$ cat src/rtl/comma_framer.sv
module comma_framer #(
  parameter int SYM_W      = 10,
  parameter int LOCK_BYTES = 2048
) (
  input  logic             clk,
  input  logic             rst_n,
  input  logic             bit_in,
  input  logic             reframe_en,
  output logic [SYM_W-1:0] sym_out,
  output logic             sym_valid,
  output logic             framed
);
  localparam int CW = $clog2(SYM_W);
  localparam int RW = $clog2(LOCK_BYTES + 1);
  localparam logic [6:0] PFX_NEG = 7'b0011111;
  localparam logic [6:0] PFX_POS = 7'b1100000;
  localparam logic [CW-1:0] LAST = CW'(SYM_W - 1);
  localparam logic [RW-1:0] RUN_END = RW'(LOCK_BYTES - 1);

  logic [SYM_W-1:0] shf;
  logic [CW-1:0]    phase;
  logic [CW-1:0]    ptmr;
  logic             pend;
  logic             dbl;
  logic [RW-1:0]    run;

  logic comma, bound, stray, second, realign, take;

  assign comma   = (shf[SYM_W-1 -: 7] == PFX_NEG) || (shf[SYM_W-1 -: 7] == PFX_POS);
  assign bound   = (phase == LAST);
  assign stray   = comma && !bound;
  assign second  = pend && (ptmr == '0) && stray;
  assign realign = reframe_en && stray && (dbl ? second : 1'b1);
  assign take    = bound || realign;

  always_ff @(posedge clk or negedge rst_n) begin
    if (!rst_n) begin
      shf       <= '0;
      phase     <= '0;
      sym_out   <= '0;
      sym_valid <= 1'b0;
      framed    <= 1'b0;
    end else begin
      shf       <= {shf[SYM_W-2:0], bit_in};
      phase     <= take ? '0 : phase + 1'b1;
      sym_valid <= take;
      if (take) sym_out <= shf;
      if (take && comma) framed <= 1'b1;
    end
  end

  always_ff @(posedge clk or negedge rst_n) begin
    if (!rst_n) begin
      pend <= 1'b0;
      ptmr <= '0;
    end else if (!reframe_en || !dbl || realign) begin
      pend <= 1'b0;
    end else if (stray && !pend) begin
      pend <= 1'b1;
      ptmr <= LAST;
    end else if (pend) begin
      if (ptmr == '0) pend <= 1'b0;
      else ptmr <= ptmr - 1'b1;
    end
  end

  always_ff @(posedge clk or negedge rst_n) begin
    if (!rst_n) begin
      run <= '0;
      dbl <= 1'b0;
    end else if (!reframe_en) begin
      run <= '0;
      dbl <= 1'b0;
    end else if (take && !dbl) begin
      run <= run + 1'b1;
      if (run == RUN_END) dbl <= 1'b1;
    end
  end

  assert_locked_boundary_R5: assert property (@(posedge clk) disable iff (!rst_n)
    (!reframe_en && !bound) |=> !sym_valid);

  assert_single_realign_R4: assert property (@(posedge clk) disable iff (!rst_n)
    (reframe_en && !dbl && stray) |=>
      (sym_valid && ((sym_out[SYM_W-1 -: 7] == PFX_NEG) || (sym_out[SYM_W-1 -: 7] == PFX_POS))));

  assert_lone_comma_ignored_R7: assert property (@(posedge clk) disable iff (!rst_n)
    (reframe_en && dbl && stray && !pend) |=> !sym_valid);

  assert_mode_entry_R7: assert property (@(posedge clk) disable iff (!rst_n)
    $rose(dbl) |-> $past(reframe_en));

  assert_pair_realign_R8: assert property (@(posedge clk) disable iff (!rst_n)
    (reframe_en && dbl && second) |=> sym_valid);

  assert_drop_clears_R9: assert property (@(posedge clk) disable iff (!rst_n)
    !reframe_en |=> !dbl);

  assert_framed_sticky_R10: assert property (@(posedge clk) disable iff (!rst_n)
    framed |=> framed);
endmodule

$ cat config.mk
export PLATFORM = sky130hd
export DESIGN_NAME = comma_framer
export DESIGN_NICKNAME = d
export VERILOG_FILES = /design/src/rtl/comma_framer.sv
export SDC_FILE = /design/constraint.sdc
export NUM_CORES = 1
export LEC_CHECK = 0
export ABC_AREA = 0
export BUFFER_PORTS_ARGS = -buffer_cell sky130_fd_sc_hd__buf_2
export CELL_PAD_IN_SITES_DETAIL_PLACEMENT = 1
export CELL_PAD_IN_SITES_GLOBAL_PLACEMENT = 2
export CORE_AREA = 2 2 97 90
export CTS_CLUSTER_DIAMETER = 60
export DETAILED_ROUTE_END_ITERATION = 6
export DIE_AREA = 0 0 99 92
export GPL_TIMING_DRIVEN = 0
export HOLD_SLACK_MARGIN = 0.03
export PLACE_DENSITY = 0.56
export SLEW_MARGIN = 20
export SYNTH_ARGS = -nofsm -noshare
export SYNTH_HDL_FRONTEND = slang
export SYNTH_SLANG_ARGS = --single-unit
$ cat constraint.sdc
create_clock -name clk -period 3.4 [get_ports clk]
set_clock_uncertainty 0.15 [all_clocks]
set_input_delay 0.34 -clock clk [delete_from_list [all_inputs] [get_ports clk]]
set_output_delay 0.34 -clock clk [all_outputs]
set_load 0.05 [all_outputs]
After elaboration in Yosys (flattened, before gate mapping)
Index checks and enable logic that the tools add are counted.
{"block": "totals", "regBits": 44, "latchBits": 0, "ram_bits": 0, "romBits": 0, "in_bits": 4, "out_inout_bits": 12, "elab_cells": 54, "mem_count": 0}
{"block": "op_classes", "addsub": 3, "multipliers": 0, "n_div": 0, "n_lt_le_gt_ge": 0, "eq_ne": 7, "n_shift": 0, "n_mux": 14, "n_bitwise": 1, "n_reduce_logical": 20}
{"cell": "12-bit two-way mux", "count": 2}
{"cell": "4-bit two-way mux", "count": 4}
{"cell": "12-bit by 1-bit adder with 12-bit output, second input constant", "count": 1}
{"cell": "12-bit by 11-bit equality test with 1-bit output, second input constant", "count": 1}
{"cell": "1-bit logical AND", "count": 8}
{"cell": "1-bit two-way mux", "count": 8}
{"cell": "7-bit by 5-bit equality test with 1-bit output, second input constant", "count": 1}
{"cell": "7-bit equality test, second input constant", "count": 1}
{"cell": "4-bit by 1-bit adder with 4-bit output, second input constant", "count": 1}
{"cell": "4-bit equality test, second input constant", "count": 1}
{"cell": "1-bit logical NOT", "count": 4}
{"cell": "4-bit logical NOT", "count": 1}
{"cell": "1-bit logical OR", "count": 4}
{"cell": "2-bit by 1-bit inequality test with 1-bit output, second input constant", "count": 2}
{"cell": "4-bit by 1-bit subtractor with 4-bit output, second input constant", "count": 1}
{"cell": "3-bit AND reduction", "count": 1}
{"cell": "2-bit inequality test, second input constant", "count": 1}
{"cell": "2-bit AND reduction", "count": 1}
{"cell": "2-bit nonzero test", "count": 1}
{"cell": "1-bit NOT", "count": 1}

Longest topological paths before layout
Gate-level depths: netlist of the first run.
{"block": "logic_depth", "word_depth": 10, "depth_mapped": 9, "ltp_nobuf": 7}

Least setup slack after synthesis of the first run
OpenSTA, ideal clock, no wires.
{"block": "synth_timing", "path_kind": "register -> register", "start": "register ptmr[0]", "end": "register sym_out[6]", "setup_ns": 0.125, "arrival_time_ns": 1.758, "required_time_ns": 3.125, "setup_slack_ns": 1.368, "stages_incl_launch_ff": 10, "path_buffers": 2, "period_less_slack_ns": 2.032, "path_cell_list": "dfrtp_1 inv_1 ha_1 and4bb_2 o21ai_0 a21o_1 buf_6 nand2_2 buf_6 mux2_2"}
{"block": "synth_between", "elab_chain_len": 6}
{"item": "from (decl)", "line_no": "22", "source": "logic [CW-1:0] ptmr;"}
{"item": "from (signal assigned)", "line_no": "63", "source": "else ptmr <= ptmr - 1'b1;"}
{"item": "4-bit logical NOT", "line_no": "32", "source": "assign second = pend && (ptmr == '0) && stray;"}
{"item": "1-bit logical AND (2 in series)", "line_no": "32"}
{"item": "1-bit two-way mux", "line_no": "33", "source": "assign realign = reframe_en && stray && (dbl ? second : 1'b1);"}
{"item": "1-bit logical AND", "line_no": "33"}
{"item": "1-bit logical OR", "line_no": "34", "source": "assign take = bound || realign;"}
{"item": "net take", "line_no": "27", "source": "logic comma, bound, stray, second, realign, take;"}
{"item": "to (signal assigned)", "line_no": "40", "source": "sym_out <= '0;"}
{"item": "to (signal assigned)", "line_no": "47", "source": "if (take) sym_out <= shf;"}
{"item": "to (decl)", "line_no": "9", "source": "output logic [SYM_W-1:0] sym_out,"}
The timed path passes the listed nets, and every way through them passes these cells.
A chain may end at the register's enable or synchronous reset.

Final worst setup path of the first run
{"block": "layout_timing", "start": "register ptmr[0]", "end": "register ptmr[2]"}
{"block": "layout_between", "elab_chain_len": 8, "elab_cells_between_ends": 13, "classes_between": "add/sub (1); eq/ne (1); mux (4); bitwise (1); reduce/logical (6)"}
{"item": "branches (longest 8 deep; another with 4-bit by 1-bit subtractor with 4-bit output)"}
Several ways; the timed one is not identified. The select of a mux whose other input is x is not followed.

==> reports/results.tsv, run 1 <==
metric	value	unit
hold_viol	0	
drive_above_1_share	21.7	%
r2r-start	ptmr[0]$_DFFE_PN0P_	
track_usage	9.62	%
fmaxAchievable	447	MHz
async_reset_ff_share	100	%
hold_path_end	shf[1]$_DFF_PN0_	
fin_area	2290	um2
cp-end-kind	flop	
synth_flop_cell	dfrtp_1	
r2r_cells	6	
grt_pass1_wl	6950	um
min_from	shf[0]$_DFF_PN0_	
synth_cells	165	
fin_crit_sh	65.8	%
htree_levels	2	
setup_viol	0	
first_global_vias	1385	
power_density	679	nW/um2
ys_seq_area_share	55.4	%
wire_per_inst	13.5	um
synth_edf_count	0	
outcome	finished, final reports clean	
cts_tree	yes	
gp_congestion	0.682	
min_period	2240	ps
num_rows	32	
die_w	99	um
ioPinCount	16	
layout_common_cells	dfrtp_1, nand2_1, buf_2, mux2i_1, mux2_2	
tns	0	ps
postPlaceCellArea	2190	um2
syn_avg_cell_area	12.0	um2
grt_max_degree	45	
gr-total-overflow	0	
dr_total_vias	1277	
cp_cell_sequence	inv_1, ha_1, and4bb_2, nor3b_1, o21ai_0, a22o_1	
min_path_cells	0	
routed_wl	3930	um
fill_cells	906	
drcViolationCount	0	
netlist.area_leader.share	55.4	%
cts_buffer_depth	2	
syn_area	1990	um2
start_util	24.2	%
regToRegSetupSlack	1160	ps
path_class	flop to flop	
area_delta_synth_final	15.4	%
mostFrequentLayoutCell	dfrtp_1	
slew_headroom	60.7	%
ff_latch_area	1100	um2
ant_nets	0	
cts_setup_buffers	0	
cts_root_buffer	clkbuf_8	
maxSlewViolCount	0	
arrival	2260	ps
cp_top_family	simple AND/OR/NAND/NOR gates	
cap_violations	0	
r2r-end	ptmr[2]$_DFFE_PN0P_	
synth_warnings	0	
cp.required	3420	ps
die_area	9110	um2
diodes	0	
start_kind	flop	
fin_total_pwr	1.56	mW
path_buf_inv	1	
synthTopCellsByArea	dfrtp_1, mux2_2, mux2i_1, a2111oi_4, nand2_1	
slowest_delay	430	ps
nets	198	
rsz0062_at_grt	false	
power_leakage	0.982	nW
die-height	92	um
clk_latency	290	ps
yosysTopAreaCell	dfrtp_1	
synth_cell_types	37	
multi_input_area	821	um2
first_pass_iters	4	
antenna_found_initial	0	
hpwl	2740	um
clkSlewWorstSetupHoldPaths	80	ps
ir_worst_vdd	0.406	mV
clock_sinks	44	
cp_max_fo	5	
crit_slowest_cell	nor3b_1	
ctsHoldBuffers	1	
worst_pin_slew	589	ps
port_buffers	15	
synth.ff_latch_count	44	
coreArea	8210	um2
syn-num-nets	174	
drtIter0Drc	63	
cts_buffers	5	
post_cts_resized	0	
routed_via_density	4.39	
worstHoldPathType	flop to flop	
-- per-layer routing --
metal	vias to the layer above	track usage, %	part of all wire [%]
met5	-	0	0
met4	0	2.74	0.61
met3	2	2.29	3.0
met2	17	14.5	43
met1	634	13.8	53
li1	624	-	-
-- through the flow --
step | std cells | util, % | setup WS (ps) | hold slack, ps
final | 291 | 27.9 | 1160 | 230
after global placement | 282 | 26.7 | 1100 | 212
after floorplan | 165 | - | 1370 | -106
after global routing | 291 | 27.9 | 889 | 242
after detailed placement | 282 | 26.7 | 1110 | 212
after CTS | 290 | 27.8 | 1090 | 105
-- synthesized netlist by cell type (3+ instances only) --
cell,number
dfrtp_1,44
nand2_1,22
mux2i_1,11
mux2_2,10
nand2b_1,9
inv_1,8
nand3_1,6
ha_1,5
nor2_1,5
o21ai_0,5
a21oi_1,4
a2111oi_4,3
nor3_1,3
-- worst max-delay path by stage --
stage                                    from                      to  cells after the start
final                     ptmr[0]$_DFFE_PN0P_     ptmr[2]$_DFFE_PN0P_                      6
after global routing      ptmr[0]$_DFFE_PN0P_     ptmr[2]$_DFFE_PN0P_                      6
after CTS                 ptmr[0]$_DFFE_PN0P_     ptmr[2]$_DFFE_PN0P_                      6
after detailed placement  ptmr[0]$_DFFE_PN0P_     ptmr[2]$_DFFE_PN0P_                      6
after global placement    ptmr[0]$_DFFE_PN0P_     ptmr[2]$_DFFE_PN0P_                      6
after floorplan           ptmr[0]$_DFFE_PN0P_  sym_out[6]$_DFFE_PN0N_                      9
-- worst reg2reg max path, cell delays in order (launching register included) --
cell and delay [ps]:
dfrtp_1 390, inv_1 80, ha_1 190, and4bb_2 230, nor3b_1 430, o21ai_0 350
a22o_1 310
-- cell families (layout without fill, tap and decap cells) --
group,Yosys count,after routing,synth area share (%)
simple gates,57,57,15.2
flops,44,44,55.4
mux,21,21,11.2
buf+inv,13,37,3.27
compound gates,22,22,10.4
xor+xnor,3,3,1.32
fa+ha+maj,5,5,3.15
-- registers in the layout (all words and copies together), names as in the netlist --
name	cells
run	12
shf	10
sym_out	10
phase	4
ptmr	4
dbl	1
framed	1
pend	1
sym_valid	1
-- report_power, final --
| part | internal, mW | leakage, nW | switching [mW] |
|---|---|---|---|
| registers | 0.623 | 0.553 | 0.0582 |
| logic | 0.177 | 0.389 | 0.378 |
| clock network | 0.140 | 0.0400 | 0.182 |
-- area by class of cell --
class | instances | share of cell area [%]
multi-input combinational | 108 | 35.8
clock inverter | 2 | 0.546
buffer | 5 | 1.53
sequential | 44 | 48.0
inverter | 8 | 1.31
timing repair buffer | 17 | 4.26
clock buffer | 5 | 3.00
tap | 102 | 5.56
No activity file was read; power rests on OpenSTA's default activity.
==> inputs of run 2 (changes only) <==
--- a/config.mk
+++ b/config.mk
@@ -5,17 +5,17 @@
 export SDC_FILE = /design/constraint.sdc
 export NUM_CORES = 1
 export LEC_CHECK = 0
-export ABC_AREA = 0
+export ABC_AREA = 1
 export BUFFER_PORTS_ARGS = -buffer_cell sky130_fd_sc_hd__buf_2
 export CELL_PAD_IN_SITES_DETAIL_PLACEMENT = 1
 export CELL_PAD_IN_SITES_GLOBAL_PLACEMENT = 2
-export CORE_AREA = 2 2 97 90
+export CORE_AREA = 2 2 102 94
 export CTS_CLUSTER_DIAMETER = 60
 export DETAILED_ROUTE_END_ITERATION = 6
-export DIE_AREA = 0 0 99 92
+export DIE_AREA = 0 0 104 96
 export GPL_TIMING_DRIVEN = 0
 export HOLD_SLACK_MARGIN = 0.03
-export PLACE_DENSITY = 0.56
+export PLACE_DENSITY = 0.6
 export SLEW_MARGIN = 20
 export SYNTH_ARGS = -nofsm -noshare
 export SYNTH_HDL_FRONTEND = slang
==> constraint.sdc (replaced) <==
create_clock -name clk -period 2.26 [get_ports clk]
set_clock_uncertainty 0.15 [all_clocks]
set_input_delay 0.226 -clock clk [delete_from_list [all_inputs] [get_ports clk]]
set_output_delay 0.226 -clock clk [all_outputs]
set_load 0.05 [all_outputs]
==> run 2 against run 1 <==
Hold slack got worse by 79 ps; total power increased by 66%; setup slack got worse by 710 ps; combinational power increased by 62%; first-iteration DRC count decreased by 37%; largest cell class unchanged.
==> reports/results.tsv, run 2 <==
metric	value	unit
track_usage	11.5	%
die_w	104	um
synth_top_family_by_area	simple AND/OR/NAND/NOR gates	
synth_common_cells	nand2_1, dfrtp_1, inv_1, nand3_1, nor2_1	
mostFrequentLayoutCell	nand2_1	
syn_avg_cell_area	8.61	um2
hpwl	3500	um
cts_root_buffer	clkbuf_8	
p_switching	1.03	mW
slowest_delay	420	ps
synth_fa_ha_area_share	2.89	%
fill_cells	1077	
ant_nets	0	
drtIter0Drc	40	
grt_pass1_wl	8930	um
yosysTopAreaCell	dfrtp_1	
fmaxAchievable	553	MHz
synth-xor-area-share	3.24	%
grt_max_degree	45	
first_global_vias	1819	
outcome	finished, final reports clean	
post_synth_mux_area_share	0	%
min_period	1810	ps
cp_max_fo	10	
synth_warnings	0	
routed_via_density	4.20	
cp_top_family	simple AND/OR/NAND/NOR gates	
slew_headroom	61.4	%
gr-total-overflow	0	
fin_crit_sh	80.0	%
multi_input_area	866	um2
cts_tree	yes	
netlist.area_leader.share	50.9	%
synth_flop_cell	dfrtp_1	
start_util	24.2	%
synth-compound-area-share	3.47	%
ys_seq_area_share	50.9	%
ff_latch_area	1100	um2
postPlaceCellArea	2380	um2
clkPwrFrac	25.7	%
path_buf_inv	3	
ir_worst_vdd	0.522	mV
gp_congestion	0.699	
area_delta_synth_final	17.0	%
first_pass_iters	4	
clkSlewWorstSetupHoldPaths	100	ps
layout_common_cells	nand2_1, dfrtp_1, inv_1, nand3_1, nor2_1	
die_area	9980	um2
maxSlewViolCount	0	
antenna_found_initial	0	
htree_levels	2	
die-height	96	um
wire_per_inst	12.9	um
drive_above_1_share	14.9	%
dr_total_vias	1666	
p_int	1.55	mW
path_class	flop to flop	
tns	0	ps
worst_pin_slew	578	ps
pre_cts_ws	434	ps
cp.required	2310	ps
clk_latency	310	ps
yosys.area_share.simple	30.4	%
synth_edf_count	0	
fin_area	2530	um2
start_kind	flop	
power_density	1020	nW/um2
largest_register	run	
cp_cell_sequence	inv_1, ha_1, nand2_1, inv_1, nand2_2, a21boi_4, nand2_4, nand2_8, nand2_4, buf_6, nand3_1, nand2_1	
nets	283	
worstHoldPathType	input pin to flop	
synth.ff_latch_count	44	
coreArea	8920	um2
largest_reg_flops	12	
ioPinCount	16	
power_leakage	1.35	nW
num_rows	33	
arrival	1860	ps
syn-num-nets	260	
cts_buffers	5	
setup_viol	0	
cap_violations	0	
cts_setup_buffers	0	
hold_viol	0	
diodes	0	
synth_cells	251	
synth_most_common_cell	nand2_1	
largestRegisters	run x12, shf x10, sym_out x10	
seq_power_share	39.4	%
ctsHoldBuffers	2	
post_cts_resized	0	
p_comb_share	34.8	%
rsz0062_at_grt	false	
clock_sinks	44	
swShare	39.7	%
cts_buffer_depth	2	
synthTopCellsByArea	dfrtp_1, nand2_1, nand3_1, inv_1, nand4_1	
drcViolationCount	0	
cp-end-kind	flop	
port_buffers	14	
routed_wl	5100	um
synth_cell_types	26	
syn_area	2160	um2
crit_slowest_cell	dfrtp_1	
async_reset_ff_share	100	%
setup_slack	452	ps
[run 2: final timing paths]
check | from | depth (start not counted) | endpoint | slack (ps)
worst max-delay path | ptmr[0]$_DFFE_PN0P_ | 12 | run[2]$_DFFE_PN0P_ | 450
worst min-delay path | reframe_en | 3 | run[11]$_DFFE_PN0P_ | 150
worst max register to register | ptmr[0]$_DFFE_PN0P_ | 12 | run[2]$_DFFE_PN0P_ | 450
worst min register to register | shf[0]$_DFF_PN0_ | 0 | shf[1]$_DFF_PN0_ | 230
max in group asynchronous | rst_n | 2 | run[10]$_DFFE_PN0P_ | 1260
min in group asynchronous | rst_n | 2 | phase[2]$_DFF_PN0_ | 290
[run 2: kinds of logic after synthesis]
logic type                 count (synthesis)
and+or+nand+nor                          140
DFF                                       44
buffers and inverters                     43
AOI/OAI and AO/OA                         11
xor gates and xnor gates                   8
adders and majority gates                  5
[run 2: final cells by class]
class	count	share of cell area (%)
Buffer	8	2.52
Clock buffer	6	3.27
Clock inverter	2	1.53
Inverter	35	5.20
Multi-Input combinational cell	164	34.2
Sequential cell	44	43.5
Tap cell	122	6.04
Timing Repair Buffer	16	3.66
[run 2: power groups by stage]
stage               clock network, mW  logic (mW)  registers (mW)
floorplan                           0       0.376            1.34
global placement                    0       0.897            1.03
detailed placement                  0       0.908            1.04
CTS                             0.683       0.914            1.02
global route                    0.721       0.982            1.04
finish                          0.664       0.899            1.02
[run 2: tightest hold or removal path, stage by stage]
cell and delay, ps:
buf_2 190, nand4_1 120, nand2_1 40
[run 2: metrics by stage]
stage / hold WS [ps] / total power, mW / util (%) / cells
after detailed placement: 190 / 1.94 / 26.7 / 387
after floorplan: -220 / 1.71 / - / 251
after global routing: 144 / 2.74 / 28.4 / 397
after CTS: 138 / 2.62 / 28.3 / 397
final: 151 / 2.58 / 28.4 / 397
after global placement: 184 / 1.93 / 26.7 / 387
[run 2: routing by layer]
layer	track usage, %	part of all wire, %	up-vias
met1	15.7	54	804
li1	-	-	839
met5	0	0	-
met4	4.39	1.6	0
met2	18.1	42	15
met3	2.57	2.5	8
==> inputs of run 3 (changes only) <==
--- a/config.mk
+++ b/config.mk
@@ -5,17 +5,17 @@
 export SDC_FILE = /design/constraint.sdc
 export NUM_CORES = 1
 export LEC_CHECK = 0
-export ABC_AREA = 1
+export ABC_AREA = 0
 export BUFFER_PORTS_ARGS = -buffer_cell sky130_fd_sc_hd__buf_2
 export CELL_PAD_IN_SITES_DETAIL_PLACEMENT = 1
 export CELL_PAD_IN_SITES_GLOBAL_PLACEMENT = 2
-export CORE_AREA = 2 2 102 94
+export CORE_AREA = 2 2 97 90
 export CTS_CLUSTER_DIAMETER = 60
 export DETAILED_ROUTE_END_ITERATION = 6
-export DIE_AREA = 0 0 104 96
+export DIE_AREA = 0 0 99 92
 export GPL_TIMING_DRIVEN = 0
 export HOLD_SLACK_MARGIN = 0.03
-export PLACE_DENSITY = 0.6
+export PLACE_DENSITY = 0.56
 export SLEW_MARGIN = 20
 export SYNTH_ARGS = -nofsm -noshare
 export SYNTH_HDL_FRONTEND = slang
==> constraint.sdc (replaced) <==
create_clock -name clk -period 1.7 [get_ports clk]
set_clock_uncertainty 0.15 [all_clocks]
set_input_delay 0.17 -clock clk [delete_from_list [all_inputs] [get_ports clk]]
set_output_delay 0.17 -clock clk [all_outputs]
set_load 0.05 [all_outputs]
==> run 3 against run 2 <==
The flow now finishes with violations (setup timing); sequential cell count stayed put; hold slack worse by 94 ps; sequential power grew 34%; combinational power grew 51%; largest power group unchanged; critical path type unchanged.
==> reports/results.tsv, run 3 (synthesis gave the netlist of run 1 again) <==
metric	value	unit
outcome	finished with violations	
violations	setup timing	
slew_headroom	61.8	%
fin_cells	316	
min_period	2040	ps
layout_common_cells	dfrtp_1, buf_4, nand2_1, buf_2, mux2i_1	
largest_register	run	
worstHoldPathType	input pin to flop	
fin_total_pwr	3.56	mW
diodes	0	
dr_total_vias	1378	
grt_pass1_wl	7220	um
first_global_vias	1446	
largestRegisters	run x12, shf x10, sym_out x10	
clk_latency	300	ps
worst_pin_slew	573	ps
fill_cells	893	
gp_congestion	0.666	
clock_sinks	44	
ioPinCount	16	
cts_tree	yes	
start_util	24.2	%
nets	222	
num_rows	32	
path_class	flop to flop	
power_leakage	1.14	nW
maxSlewViolCount	0	
dpl.cell_count	282	
die_area	9110	um2
cp.required	1740	ps
htree_levels	2	
grt_max_degree	45	
largest_reg_flops	12	
ant_nets	0	
routed_via_density	4.36	
clkSlewWorstSetupHoldPaths	100	ps
area_delta_synth_final	34.1	%
track_usage	9.98	%
antenna_found_initial	0	
drive_above_1_share	38.3	%
cp_max_fo	9	
cts_buffers	5	
final_util	32.5	%
port_buffers	15	
setup_viol	33	
ir_worst_vdd	1.01	mV
drcViolationCount	0	
die_w	99	um
multi_input_area	945	um2
cts_buffer_depth	2	
drtIter0Drc	25	
mostFrequentLayoutCell	dfrtp_1	
cap_violations	0	
fin_crit_sh	120	%
coreArea	8210	um2
setup_slack	-342	ps
arrival	2080	ps
gr-total-overflow	0	
first_pass_iters	4	
ff_latch_area	1100	um2
cts_root_buffer	clkbuf_8	
routed_wl	4250	um
wire_per_inst	13.4	um
rsz0062_at_grt	true	
start_kind	flop	
hold_viol	0	
fmaxAchievable	490	MHz
hpwl	2740	um
die-height	92	um
power_density	1340	nW/um2
cp-end-kind	flop	
## run 3: changes by cell type in the layout (fill, tap and decap cells not counted), moves of 11 or more
cell	delta
nand2_1	-44
inv_1	-28
buf_4	+21
nand3_1	-21
nor2_1	-19
nand4_1	-15
mux2i_1	+11
## run 3: area by class of cell
cell class / instances / area share, %
Tap cell: 102 / 4.79
Inverter: 8 / 1.13
Timing Repair Buffer: 41 / 11.3
Buffer: 5 / 1.69
Clock buffer: 5 / 2.58
Multi-Input combinational cell: 108 / 35.4
Clock inverter: 3 / 1.74
Sequential cell: 44 / 41.3
## run 3: worst paths after layout
kind	startpoint	endpoint	slack, ps	cells past startpoint
worst max-delay path	ptmr[0]$_DFFE_PN0P_	sym_out[9]$_DFFE_PN0N_	-340	9
worst max register to register	ptmr[0]$_DFFE_PN0P_	sym_out[9]$_DFFE_PN0N_	-340	9
min in group asynchronous	rst_n	sym_out[4]$_DFFE_PN0N_	240	2
worst min register to register	shf[0]$_DFF_PN0_	shf[1]$_DFF_PN0_	230	0
max in group asynchronous	rst_n	phase[0]$_DFF_PN0_	760	2
worst min-delay path	reframe_en	run[0]$_DFFE_PN0P_	60	3
## run 3: worst max-delay path, stage by stage (launching register included)
cell      delay [ps]
dfrtp_1          370
inv_2             50
ha_1             190
and4bb_2         230
o21ai_1          130
a21o_1           130
buf_8            160
nand2_8           90
buf_8            140
mux2_4           290
## run 3: routing by layer
layer | vias to the layer above | track usage, % | part of all wire [%]
li1 | 670 | - | -
met3 | 4 | 2.52 | 2.2
met4 | 0 | 3.42 | 0.97
met5 | - | 0 | 0
met2 | 12 | 14.8 | 45
met1 | 692 | 14.1 | 52
## run 3: per-stage QoR
stage,setup TNS (ps),hold slack (ps),instance area (um2),worst slack (ps)
CTS,-7180,55.2,2560,-364
finish,-7460,57.3,2670,-342
global route,-10280,71.7,2670,-429
floorplan,-3540,-276,2020,-254
global placement,-10430,130,2220,-545
detailed placement,-10300,131,2220,-515
## run 3: what timing repair did
action	in CTS	in global routing
hold buffers	2	0
pin swaps	6	7
buffers inserted	16	8
setup endpoints to repair	34	34
gates resized for setup	22	9
endpoints found under the hold margin	45	0
## run 3: power breakdown
| part | switching [mW] | internal, mW | total [mW] |
|---|---|---|---|
| clock | 0.392 | 0.443 | 0.835 |
| combinational | 0.829 | 0.527 | 1.36 |
| sequential | 0.125 | 1.25 | 1.37 |
